[config.mk]
export PLATFORM = sky130hd
export DESIGN_NAME = bank_window_mapper
export DESIGN_NICKNAME = d
export VERILOG_FILES = /design/src/rtl/mapper_pkg.sv /design/src/rtl/addr_split.sv /design/src/rtl/base_check.sv /design/src/rtl/bank_cache.sv /design/src/rtl/mapper_ctrl.sv /design/src/rtl/bank_window_mapper.sv
export SDC_FILE = /design/constraint.sdc
export NUM_CORES = 1
export LEC_CHECK = 0
export BUFFER_PORTS_ARGS = -buffer_cell sky130_fd_sc_hd__clkbuf_2
export CAP_MARGIN = 25
export CORE_MARGIN = 4
export CORE_UTILIZATION = 45
export CTS_CLUSTER_SIZE = 24
export DETAILED_ROUTE_END_ITERATION = 10
export PLACE_DENSITY = 0.78
export SLEW_MARGIN = 15
export SYNTH_ARGS = -nofsm -noshare
export SYNTH_HDL_FRONTEND = slang
export SYNTH_SLANG_ARGS = --single-unit
[constraint.sdc]
create_clock -name clk -period 4.8 [get_ports clk]
set_clock_uncertainty 0.2 [all_clocks]
set_input_delay 0.96 -clock clk [delete_from_list [all_inputs] [get_ports clk]]
set_output_delay 0.96 -clock clk [all_outputs]
set_load 0.05 [all_outputs]
[src/rtl/mapper_pkg.sv]
package mapper_pkg;
    typedef enum logic [2:0] {
        ST_IDLE,
        ST_BANKWR,
        ST_DONE,
        ST_CFGWR,
        ST_CFGREJ
    } map_state_t;
endpackage

[src/rtl/addr_split.sv]
module addr_split #(
    parameter int ADDR_W   = 20,
    parameter int OFS_W    = 16,
    parameter int WIN_BITS = 13
) (
    input  logic [ADDR_W-1:0]          base,
    input  logic [OFS_W-1:0]           word_ofs,
    output logic [ADDR_W-WIN_BITS-1:0] bank,
    output logic [WIN_BITS-1:0]        ofs,
    output logic                       odd
);
    localparam int BANK_W = ADDR_W - WIN_BITS;

    logic [ADDR_W-1:0] dbl;
    logic [ADDR_W-1:0] byte_addr;

    // word offset doubled: accesses are always 16 bits wide
    assign dbl       = ADDR_W'({word_ofs, 1'b0});
    assign byte_addr = base + dbl;
    assign bank      = byte_addr[ADDR_W-1 -: BANK_W];
    assign ofs       = byte_addr[WIN_BITS-1:0];
    assign odd       = byte_addr[0];
endmodule

[src/rtl/base_check.sv]
module base_check #(
    parameter int          ADDR_W    = 20,
    parameter int          WIN_BITS  = 13,
    parameter int          SEL_W     = 4,
    parameter logic [19:0] WIN_FIXED = 20'hC0000
) (
    input  logic [ADDR_W-1:0] cfg_base,
    output logic              good,
    output logic [SEL_W-1:0]  sel
);
    localparam logic [ADDR_W-1:0] SEL_MASK =
        ADDR_W'(((1 << SEL_W) - 1) << WIN_BITS);
    localparam logic [ADDR_W-1:0] FIXED = ADDR_W'(WIN_FIXED);

    assign good = (cfg_base & ~SEL_MASK) == FIXED;
    assign sel  = cfg_base[WIN_BITS +: SEL_W];
endmodule

[src/rtl/bank_cache.sv]
module bank_cache #(
    parameter int BANK_W = 7
) (
    input  logic              clk,
    input  logic              rst_n,
    input  logic              load,
    input  logic [BANK_W-1:0] load_bank,
    input  logic [BANK_W-1:0] probe_bank,
    output logic              hit
);
    logic [BANK_W-1:0] cur_q;
    logic              valid_q;

    always_ff @(posedge clk) begin
        if (!rst_n) begin
            cur_q   <= '0;
            valid_q <= 1'b0;
        end else if (load) begin
            cur_q   <= load_bank;
            valid_q <= 1'b1;
        end
    end

    assign hit = valid_q && (cur_q == probe_bank);
endmodule

[src/rtl/mapper_ctrl.sv]
module mapper_ctrl
    import mapper_pkg::*;
#(
    parameter int BANK_W   = 7,
    parameter int WIN_BITS = 13,
    parameter int SEL_W    = 4
) (
    input  logic                clk,
    input  logic                rst_n,
    input  logic                req,
    input  logic                cfg_valid,
    input  logic                cfg_good,
    input  logic [SEL_W-1:0]    cfg_sel,
    input  logic                hit,
    input  logic [BANK_W-1:0]   calc_bank,
    input  logic [WIN_BITS-1:0] calc_ofs,
    input  logic                calc_odd,
    output logic                cache_load,
    output logic [BANK_W-1:0]   cache_bank,
    output logic                ready,
    output logic                bsel_we,
    output logic [BANK_W:0]     bsel_val,
    output logic [WIN_BITS-1:0] win_ofs,
    output logic                misalign,
    output logic                cfg_ok,
    output logic                cfg_fail,
    output logic [SEL_W-1:0]    win_sel
);
    map_state_t state_q, state_d;

    logic [BANK_W-1:0]   bank_q;
    logic [WIN_BITS-1:0] ofs_q;
    logic                misalign_q;
    logic [SEL_W-1:0]    win_sel_q;

    logic idle, take_cfg, take_req;

    assign idle     = (state_q == ST_IDLE);
    assign take_cfg = idle && cfg_valid;
    assign take_req = idle && !cfg_valid && req;

    always_comb begin
        state_d = state_q;
        unique case (state_q)
            ST_IDLE: begin
                if (cfg_valid)
                    state_d = cfg_good ? ST_CFGWR : ST_CFGREJ;
                else if (req)
                    state_d = hit ? ST_DONE : ST_BANKWR;
            end
            ST_BANKWR: state_d = ST_DONE;
            ST_DONE:   state_d = ST_IDLE;
            ST_CFGWR:  state_d = ST_IDLE;
            ST_CFGREJ: state_d = ST_IDLE;
            default:   state_d = ST_IDLE;
        endcase
    end

    always_ff @(posedge clk) begin
        if (!rst_n)
            state_q <= ST_IDLE;
        else
            state_q <= state_d;
    end

    always_ff @(posedge clk) begin
        if (!rst_n) begin
            bank_q     <= '0;
            ofs_q      <= '0;
            misalign_q <= 1'b0;
            win_sel_q  <= '0;
        end else if (take_cfg) begin
            if (cfg_good) begin
                win_sel_q <= cfg_sel;
                bank_q    <= '0;
            end
        end else if (take_req) begin
            bank_q <= calc_bank;
            ofs_q  <= calc_ofs;
            if (calc_odd)
                misalign_q <= 1'b1;
        end
    end

    always_comb begin
        cache_load = (take_cfg && cfg_good) || (take_req && !hit);
        cache_bank = take_cfg ? '0 : calc_bank;
    end

    always_comb begin
        ready    = (state_q == ST_DONE);
        cfg_ok   = (state_q == ST_CFGWR);
        cfg_fail = (state_q == ST_CFGREJ);
        bsel_we  = (state_q == ST_BANKWR) || (state_q == ST_CFGWR);
        bsel_val = bsel_we ? {1'b1, bank_q} : '0;
        win_ofs  = ofs_q;
        misalign = misalign_q;
        win_sel  = win_sel_q;
    end
endmodule

[src/rtl/bank_window_mapper.sv]
module bank_window_mapper #(
    parameter int          ADDR_W    = 20,
    parameter int          OFS_W     = 16,
    parameter int          WIN_BITS  = 13,
    parameter int          SEL_W     = 4,
    parameter logic [19:0] WIN_FIXED = 20'hC0000
) (
    input  logic                         clk,
    input  logic                         rst_n,
    input  logic                         cfg_valid,
    input  logic [ADDR_W-1:0]            cfg_base,
    input  logic                         req,
    input  logic [ADDR_W-1:0]            req_base,
    input  logic [OFS_W-1:0]             req_word_ofs,
    output logic [WIN_BITS-1:0]          win_ofs,
    output logic                         bsel_we,
    output logic [ADDR_W-WIN_BITS:0]     bsel_val,
    output logic                         ready,
    output logic                         misalign,
    output logic                         cfg_ok,
    output logic                         cfg_fail,
    output logic [SEL_W-1:0]             win_sel
);
    localparam int BANK_W = ADDR_W - WIN_BITS;

    logic [BANK_W-1:0]   calc_bank;
    logic [WIN_BITS-1:0] calc_ofs;
    logic                calc_odd;
    logic                cfg_good;
    logic [SEL_W-1:0]    cfg_sel;
    logic                hit;
    logic                cache_load;
    logic [BANK_W-1:0]   cache_bank;

    addr_split #(.ADDR_W(ADDR_W), .OFS_W(OFS_W), .WIN_BITS(WIN_BITS)) u_split (
        .base     (req_base),
        .word_ofs (req_word_ofs),
        .bank     (calc_bank),
        .ofs      (calc_ofs),
        .odd      (calc_odd)
    );

    base_check #(.ADDR_W(ADDR_W), .WIN_BITS(WIN_BITS), .SEL_W(SEL_W),
                 .WIN_FIXED(WIN_FIXED)) u_base (
        .cfg_base (cfg_base),
        .good     (cfg_good),
        .sel      (cfg_sel)
    );

    bank_cache #(.BANK_W(BANK_W)) u_cache (
        .clk        (clk),
        .rst_n      (rst_n),
        .load       (cache_load),
        .load_bank  (cache_bank),
        .probe_bank (calc_bank),
        .hit        (hit)
    );

    mapper_ctrl #(.BANK_W(BANK_W), .WIN_BITS(WIN_BITS), .SEL_W(SEL_W)) u_ctrl (
        .clk        (clk),
        .rst_n      (rst_n),
        .req        (req),
        .cfg_valid  (cfg_valid),
        .cfg_good   (cfg_good),
        .cfg_sel    (cfg_sel),
        .hit        (hit),
        .calc_bank  (calc_bank),
        .calc_ofs   (calc_ofs),
        .calc_odd   (calc_odd),
        .cache_load (cache_load),
        .cache_bank (cache_bank),
        .ready      (ready),
        .bsel_we    (bsel_we),
        .bsel_val   (bsel_val),
        .win_ofs    (win_ofs),
        .misalign   (misalign),
        .cfg_ok     (cfg_ok),
        .cfg_fail   (cfg_fail),
        .win_sel    (win_sel)
    );
endmodule

* After elaboration in Yosys (flattened, before gate mapping)
Cells that the tools add are included.
Widths: inputs -> output; s select.
** Word-level totals
- Word-level logic and storage cells :: 43
- Bits in registers :: 36
- Input bits :: 60
** Cells by class
- Bitwise operators :: 1
- Equal/unequal tests :: 8
- Muxes and demuxes :: 10
- Reduce and logical (&&, ||, !) cells :: 16
- $add $sub $neg :: 1
** Operators with widths (number)
- $mux 7 :: 4
- $add 20x17->20 :: 1
- $eq 16x16->1 const B :: 1
- $mux 3 :: 3
- $mux 8 :: 1
- $eq 7x7->1 :: 1
- $eq 3x2->1 const B :: 2
- $logic_and 1x1->1 :: 6
- $pmux 3 s2 :: 1
- $reduce_and 2->1 :: 3
- $eq 3x1->1 const B :: 1
- $eq 3x3->1 const B :: 1
- $logic_not 3->1 :: 1
- $ne 3x3->1 const B :: 1
- $reduce_and 3->1 :: 1
- $logic_not 1->1 :: 2
- $logic_or 1x1->1 :: 2
- $mux 2 :: 1
- $ne 2x1->1 const B :: 1
- $reduce_bool 2->1 :: 1
- $not 1->1 :: 1

* Depth between registers and ports, before layout
Gate-level depths: netlist of run 1.
- Depth in word-level cells :: 7
- Depth in mapped cells :: 12

* Cells and area by module
Synthesis of run 1 repeated with hierarchy kept, for this count alone.
** Unflattened totals
- Cell total of the unflattened synthesis :: 309
- Area, all modules :: 2606.2 um^2
** By module, submodules not included
- mapper_ctrl :: times used 1, sequential area each 560.5 um^2, cells each 149, area an instance 1271.2 um^2
- addr_split :: times used 1, sequential area each 0.0 um^2, cells each 117, area an instance 897.1 um^2
- bank_cache :: times used 1, sequential area each 160.2 um^2, cells each 34, area an instance 370.4 um^2
- base_check :: times used 1, sequential area each 0.0 um^2, cells each 9, area an instance 67.6 um^2

* Least setup slack after synthesis of run 1
No wires, ideal clock.
- Path kind :: input -> register
- Start point :: input req_base[1]
- End point :: register u_cache.cur_q[1]
- Data required time :: 4.484 ns
- Setup slack :: 0.551 ns
- Path buffers :: 2
- Data arrival time :: 3.933 ns
- Library setup time :: 0.116 ns
- Stages on the path :: 12
- Cells stage by stage :: ha_1 > fa_1 > a21o_1 > a221oi_2 > nor2_1 > a221oi_4 > o32ai_1 > or4_1 > buf_2 > or2_0 > buf_2 > a41o_1
** Between the ends
- Cells in the longest elaborated chain, start to end :: 6
- Elaborated cells on any way between the ends :: 7
- Classes of those cells :: 1 x add/sub; 1 x eq/ne; 1 x mux; 4 x reduce/logical
** Ends and longest elaborated chain
- start: declaration :: RTL line bank_window_mapper.sv:13 : input logic [ADDR_W-1:0] req_base,
- $add 20x17->20 * :: RTL line addr_split.sv:19 : assign byte_addr = base + dbl;
- $eq 7x7->1 :: RTL line bank_cache.sv:24 : assign hit = valid_q && (cur_q == probe_bank);
- $logic_and 1x1->1 :: RTL line bank_cache.sv:24
- $logic_not 1->1 :: RTL line mapper_ctrl.sv:86 : cache_load = (take_cfg && cfg_good) || (take_req && !hit);
- $logic_and 1x1->1 :: RTL line mapper_ctrl.sv:86
- $logic_or 1x1->1 :: RTL line mapper_ctrl.sv:86
- end signal: assignment :: RTL line bank_cache.sv:19 : cur_q <= load_bank;
- end: declaration :: RTL line bank_cache.sv:11 : logic [BANK_W-1:0] cur_q;
Every way passes the cells marked *; elsewhere a longest branch is shown, timed or not.
A chain may end at the register's enable or synchronous reset.

* Final worst setup path of run 1
Ends and elaborated chain as after synthesis.

==> impl_metrics.toml, run 1 <==
[status]
status = "finished, final reports clean"

[synthesis]
synth-main-ff-cell = "dfxtp_1"
synthCells = 315
synth_area_leaders = "dfxtp_1 (28%), ha_1 (7.7%), nand2_1 (5.4%)"
ys_warn_count = 0
yosysUniqueCellTypes = 57
synth_commonest_cells = "nand2_1 (37), dfxtp_1 (36), and2_1 (21)"
yosys.area.top_type = "dfxtp_1"
syn_area_per_cell_um2 = 8.210
syn_area_um2 = 2586
yosysMostFrequentCell = "nand2_1"
synthArstFlopShare = 0
ys_seq_area_frac = 0.2787
synth-seq-cells = 36
syn_nets = 392
synth-edff-count = 0
synth_top_area_frac = 0.2787

[critical_path]
cp-end-kind = "flip-flop"
r2r_slack_ps = 2040
critPathLaunchType = "input port"
cp.required_ps = 4780
path_class = "input port to flip-flop"
crit_fanout = 9
reg2reg_from = "u_cache.cur_q[6]$_SDFFE_PN0P_"
critPathArrivalTime_ps = 4400
r2r_end = "u_cache.cur_q[1]$_SDFFE_PN0P_"
rr_worst_depth = 8

[place]
dp_hpwl_um = 5059
gp_congestion = 0.8283
port_buffers = 89

[routing]
post_drt_wl_per_cell_um = 13.79
dr.pass1.iters = 4
drcViolationCount = 0
vias_per_cell = 5.481
vias = 2543
antenna_left = 0
drtIter0Drc = 142
routed_wl_um = 6397

[power]
p_sw_mw = 0.2790
power.clock.fraction = 0.302
p_int_mw = 0.5843
powerDensity_nw_per_um2 = 272.2
power_leakage_nw = 1.490
power_mw = 0.8633
pwr-share-seq = 0.380
comb_power_share = 0.318
ir_worst_vdd_v = 0.0001437
switching_share = 0.3232

[cts]
clk_latency_ps = 280
clkSlewWorstSetupHoldPaths_ps = 70
clockBufferDepth = 2
hold_buffers = 0
cts_tree = "yes"
cts_resized = 0
post_cts_buffers = 0
ctsHtreeMaxLevel = 2
cts_buffers = 5
clock-sinks = 36
cts-root-buf = "clkbuf_8"

[global_route]
grt_max_degree = 37
met1_usage = 0.2288
grtUsageMet2 = 0.3066
antenna_found_initial = 0
track_usage = 0.1823
top_usage_layer = "met2"
gr-total-overflow = 0
grt_first_pass_wirelength_um = 10770
use_met3 = 0.03751
grt_pass1_vias = 2412

[floorplan]
dieArea_um2 = 7024
io_pins = 90
initial_core_util = 0.4668
core-area_um2 = 5540
row_count = 27
dieWidth_um = 83.81
die_h_um = 83.81

[timing]
whs_ps = 266.9
worst_slew_pin_slew_ps = 599.0
tns_ps = 0
slew_violations = 0
min_period_ps = 4416
slew_headroom = 0.6007
rsz0062_at_grt = "false"
setup_viol = 0
fmax_ghz = 0.2265
fin_crit_sh = 0.9200
hold_viol_final = 0

[worst_hold_path]
min_to = "u_ctrl.win_ofs[2]$_SDFFE_PN0P_"
hold_path_class = "flip-flop to flip-flop"
worstHoldStart = "u_ctrl.win_ofs[2]$_SDFFE_PN0P_"
whs_path_depth = 2

[cells_and_area]
syn2layout_area_growth_pct = 22.64
drive_above_1_share = 0.2653
fin_nets = 468
antenna_cells = 0
utilization = 0.5725

[run]
drv_cap = 0
per-stage QoR:
| step | cell area (µm²) | cells | setup slack (ps) |
|---|---|---|---|
| detailed placement | 3037 | 455 | 70.56 |
| CTS | 3144 | 463 | 381.6 |
| global route | 3172 | 464 | 202.3 |
| global placement | 3037 | 455 | 163.4 |
| floorplan | 2586 | 315 | 551.2 |
| finish | 3172 | 464 | 384.1 |
worst max path at each step:
stage | start | endpoint | slack [ps]
final | req_base[1] | u_cache.cur_q[1]$_SDFFE_PN0P_ | 380
after global routing | req_base[1] | u_cache.cur_q[1]$_SDFFE_PN0P_ | 200
after CTS | req_base[1] | u_cache.cur_q[1]$_SDFFE_PN0P_ | 380
after detailed placement | req_base[1] | u_cache.cur_q[5]$_SDFFE_PN0P_ | 70
after global placement | req_base[1] | u_cache.cur_q[5]$_SDFFE_PN0P_ | 160
after floorplan | req_base[1] | u_cache.cur_q[1]$_SDFFE_PN0P_ | 550
per-layer routing:
| layer | vias up | wire [µm] |
|---|---|---|
| met5 | - | 0 |
| met2 | 100 | 3104 |
| li1 | 1286 | - |
| met4 | 0 | 83 |
| met1 | 1151 | 2712 |
| met3 | 6 | 496 |
worst max-delay path, stage by stage:
cell and delay, ps:
clkbuf_2 80, ha_1 230, fa_1 430, a21o_1 220, a221oi_2 440, nor2_1 150
a221oi_4 370, o32ai_1 140, or4_1 690, or2_0 400, a41o_1 280
layout by cell type (no fill, tap or decap), types with 2 or more instances in the layout:
cell	Yosys	final
a211oi_1	3	3
a21boi_0	8	8
a21o_1	6	6
a21oi_1	17	17
a22oi_1	2	2
a311oi_1	2	2
a31o_2	2	2
a31oi_1	3	3
a41o_1	3	3
and2_1	21	21
and3_1	5	5
clkbuf_2	0	89
clkbuf_8	0	5
dfxtp_1	36	36
ha_1	16	16
inv_1	5	5
mux2i_1	4	4
nand2_1	37	37
nand2b_1	2	2
nand3_1	17	17
nand4_1	3	3
nor2_1	10	10
nor2b_1	10	10
nor3_1	5	5
nor4_1	3	3
nor4b_1	2	2
o21ai_0	19	19
o22ai_1	2	2
o311ai_0	2	2
o31ai_1	4	4
or3_1	2	2
xnor2_1	9	9
xnor3_1	3	3
xor2_1	9	9
power by group through the flow:
stage                     clock network, mW  logic [mW]  registers (mW)
final                                 0.261       0.275           0.328
after CTS                             0.268       0.271           0.328
after global routing                  0.280       0.304           0.330
after detailed placement                  0       0.271           0.335
after floorplan                           0       0.172           0.359
after global placement                    0       0.264           0.334
flip-flops by register name, indices dropped and copies added (netlist names):
name,cells
u_cache.cur_q,7
u_cache.valid_q,1
u_ctrl.bank_q,7
u_ctrl.misalign,1
u_ctrl.state_q,3
u_ctrl.win_ofs,13
u_ctrl.win_sel,4
kinds of logic after synthesis:
kind of cell	after synthesis	share of synthesized area
simple gates	123	0.2467
compound gates	87	0.2376
buf+inv	26	0.04015
fa+ha+maj	17	0.08515
flops	36	0.2787
xor+xnor	22	0.09628
mux	4	0.01548
area by class of cell:
| type | instances | area, µm² |
|---|---|---|
| multi-input combinational | 253 | 1762 |
| tap | 72 | 90.09 |
| sequential | 36 | 720.7 |
| timing repair buffer | 90 | 473.0 |
| clock inverter | 2 | 35.03 |
| clock buffer | 6 | 72.57 |
| fill | 537 | 2369 |
| inverter | 5 | 18.77 |
(Power assumes the default switching activity.)
==> run 2: changes to the inputs <==
--- a/config.mk
+++ b/config.mk
@@ -11,7 +11,7 @@
 export CORE_UTILIZATION = 45
 export CTS_CLUSTER_SIZE = 24
 export DETAILED_ROUTE_END_ITERATION = 10
-export PLACE_DENSITY = 0.78
+export PLACE_DENSITY = 0.77
 export SLEW_MARGIN = 15
 export SYNTH_ARGS = -nofsm -noshare
 export SYNTH_HDL_FRONTEND = slang
==> constraint.sdc (replaced) <==
create_clock -name clk -period 5.5 [get_ports clk]
set_clock_uncertainty 0.2 [all_clocks]
set_input_delay 1.1 -clock clk [delete_from_list [all_inputs] [get_ports clk]]
set_output_delay 1.1 -clock clk [all_outputs]
set_load 0.05 [all_outputs]
==> impl_metrics.toml, run 2 (synthesized netlist as in run 1, its figures left out) <==
[routing]
drcViolationCount = 0
antenna_left = 0
post_drt_wl_per_cell_um = 13.88
drtIter0Drc = 178
routed_wl_um = 6441
vias_per_cell = 5.511
dr.pass1.iters = 6
vias = 2557

[cts]
clkSlewWorstSetupHoldPaths_ps = 70
clk_latency_ps = 290
cts-root-buf = "clkbuf_8"
clockBufferDepth = 2
cts_resized = 0
ctsHtreeMaxLevel = 2
cts_tree = "yes"
clock-sinks = 36
hold_buffers = 0
cts_buffers = 5
post_cts_buffers = 0

[power]
power.clock.fraction = 0.300
p_int_mw = 0.5089
power_leakage_nw = 1.484
powerDensity_nw_per_um2 = 237.3
p_sw_mw = 0.2407
ir_worst_vdd_v = 0.00009969
pwr-share-seq = 0.383
power_mw = 0.7497
switching_share = 0.3211
comb_power_share = 0.318

[critical_path]
path_class = "input port to flip-flop"
cp-end-kind = "flip-flop"
critPathArrivalTime_ps = 4520
crit_chain = "clkbuf_2 -> ha_1 -> fa_1 -> a21o_1 -> a221oi_2 -> nor2_1 -> a221oi_4 -> o32ai_1 -> or4_1 -> or2_0 -> a41o_1"
crit_buf_inv = 1
cpPeakStageDelay_ps = 690
cp.required_ps = 5480
crit_fanout = 9
critPathLaunchType = "input port"
critPathTopFamily = "compound AO/OA/AOI/OAI gates"
slowest_stage = "or4_1"

[global_route]
grt_max_degree = 37
grt_first_pass_wirelength_um = 11050
gr-total-overflow = 0
antenna_found_initial = 0
track_usage = 0.1834
grt_pass1_vias = 2479

[timing]
slew_violations = 0
hold_viol_final = 0
fin_crit_sh = 0.8247
min_period_ps = 4536
setup_viol = 0
slew_headroom = 0.6097
fmax_ghz = 0.2205
worst_slew_pin_slew_ps = 585.5
rsz0062_at_grt = "false"
tns_ps = 0

[floorplan]
row_count = 27
die_h_um = 83.81
core-area_um2 = 5540
initial_core_util = 0.4668
dieArea_um2 = 7024
io_pins = 90
dieWidth_um = 83.81

[status]
status = "finished, final reports clean"

[place]
port_buffers = 89
gp_congestion = 0.8571
dp_hpwl_um = 5154

[cells_and_area]
syn2layout_area_growth_pct = 22.16
drive_above_1_share = 0.2653
antenna_cells = 0
fin_nets = 468
mostFrequentLayoutCells = "clkbuf_2 (89), nand2_1 (37), dfxtp_1 (36)"
largest_reg_flops = 13
utilization = 0.5702
final_common_cell = "clkbuf_2"

[run]
drv_cap = 0

[worst_hold_path]
hold_path_class = "flip-flop to flip-flop"
-- run 2: final cells by class --
class	instances	area, µm²
flip-flops and latches	36	720.7
well taps	72	90.09
multi-input cells	253	1762
repair buffers	90	460.4
fillers	525	2381
clock inverters	2	35.03
inverters	5	18.77
clock buffers	6	72.57
-- run 2: worst paths after layout --
| path | depth (start not counted) | startpoint | slack (ps) | endpoint |
|---|---|---|---|---|
| setup reg to reg | 8 | u_cache.cur_q[6]$_SDFFE_PN0P_ | 2740 | u_cache.cur_q[2]$_SDFFE_PN0P_ |
| hold / removal | 2 | u_ctrl.win_ofs[12]$_SDFFE_PN0P_ | 270 | u_ctrl.win_ofs[12]$_SDFFE_PN0P_ |
| hold reg to reg | 2 | u_ctrl.win_ofs[12]$_SDFFE_PN0P_ | 270 | u_ctrl.win_ofs[12]$_SDFFE_PN0P_ |
| setup / recovery | 11 | req_base[1] | 960 | u_cache.cur_q[2]$_SDFFE_PN0P_ |
-- run 2: metrics by stage --
stage	std cells	setup WS, ps	cell area (µm²)	hold WS [ps]
5_1_grt	464	731.6	3159	283.4
2_1_floorplan	315	1111	2586	248.9
3_5_place_dp	455	636.4	3037	261.7
4_1_cts	463	943.5	3144	269.0
6_report	464	964.4	3159	267.3
3_3_place_gp	455	733.7	3037	253.5
-- run 2: worst reg2reg max path, stage by stage, from the launching register on --
cell and delay (ps):
dfxtp_1 340, xnor2_1 270, a21o_1 120, nand4_1 110
a21oi_1 160, o32ai_1 100, or4_1 690, or2_0 400
a41o_1 280
-- run 2: metal layers --
layer	vias up	global-route usage	part of all wire
li1	1285	-	-
met1	1163	0.2278	0.44
met2	105	0.3218	0.48
met3	4	0.04541	0.081
met4	0	0.03509	0.0042
met5	-	0	0
-- run 2: power groups by stage --
stage | Sequential (mW) | Combinational, mW | Clock (mW)
3_3_place_gp | 0.292 | 0.230 | 0
5_1_grt | 0.289 | 0.264 | 0.240
4_1_cts | 0.287 | 0.237 | 0.232
6_report | 0.287 | 0.238 | 0.225
3_5_place_dp | 0.292 | 0.236 | 0
2_1_floorplan | 0.313 | 0.150 | 0
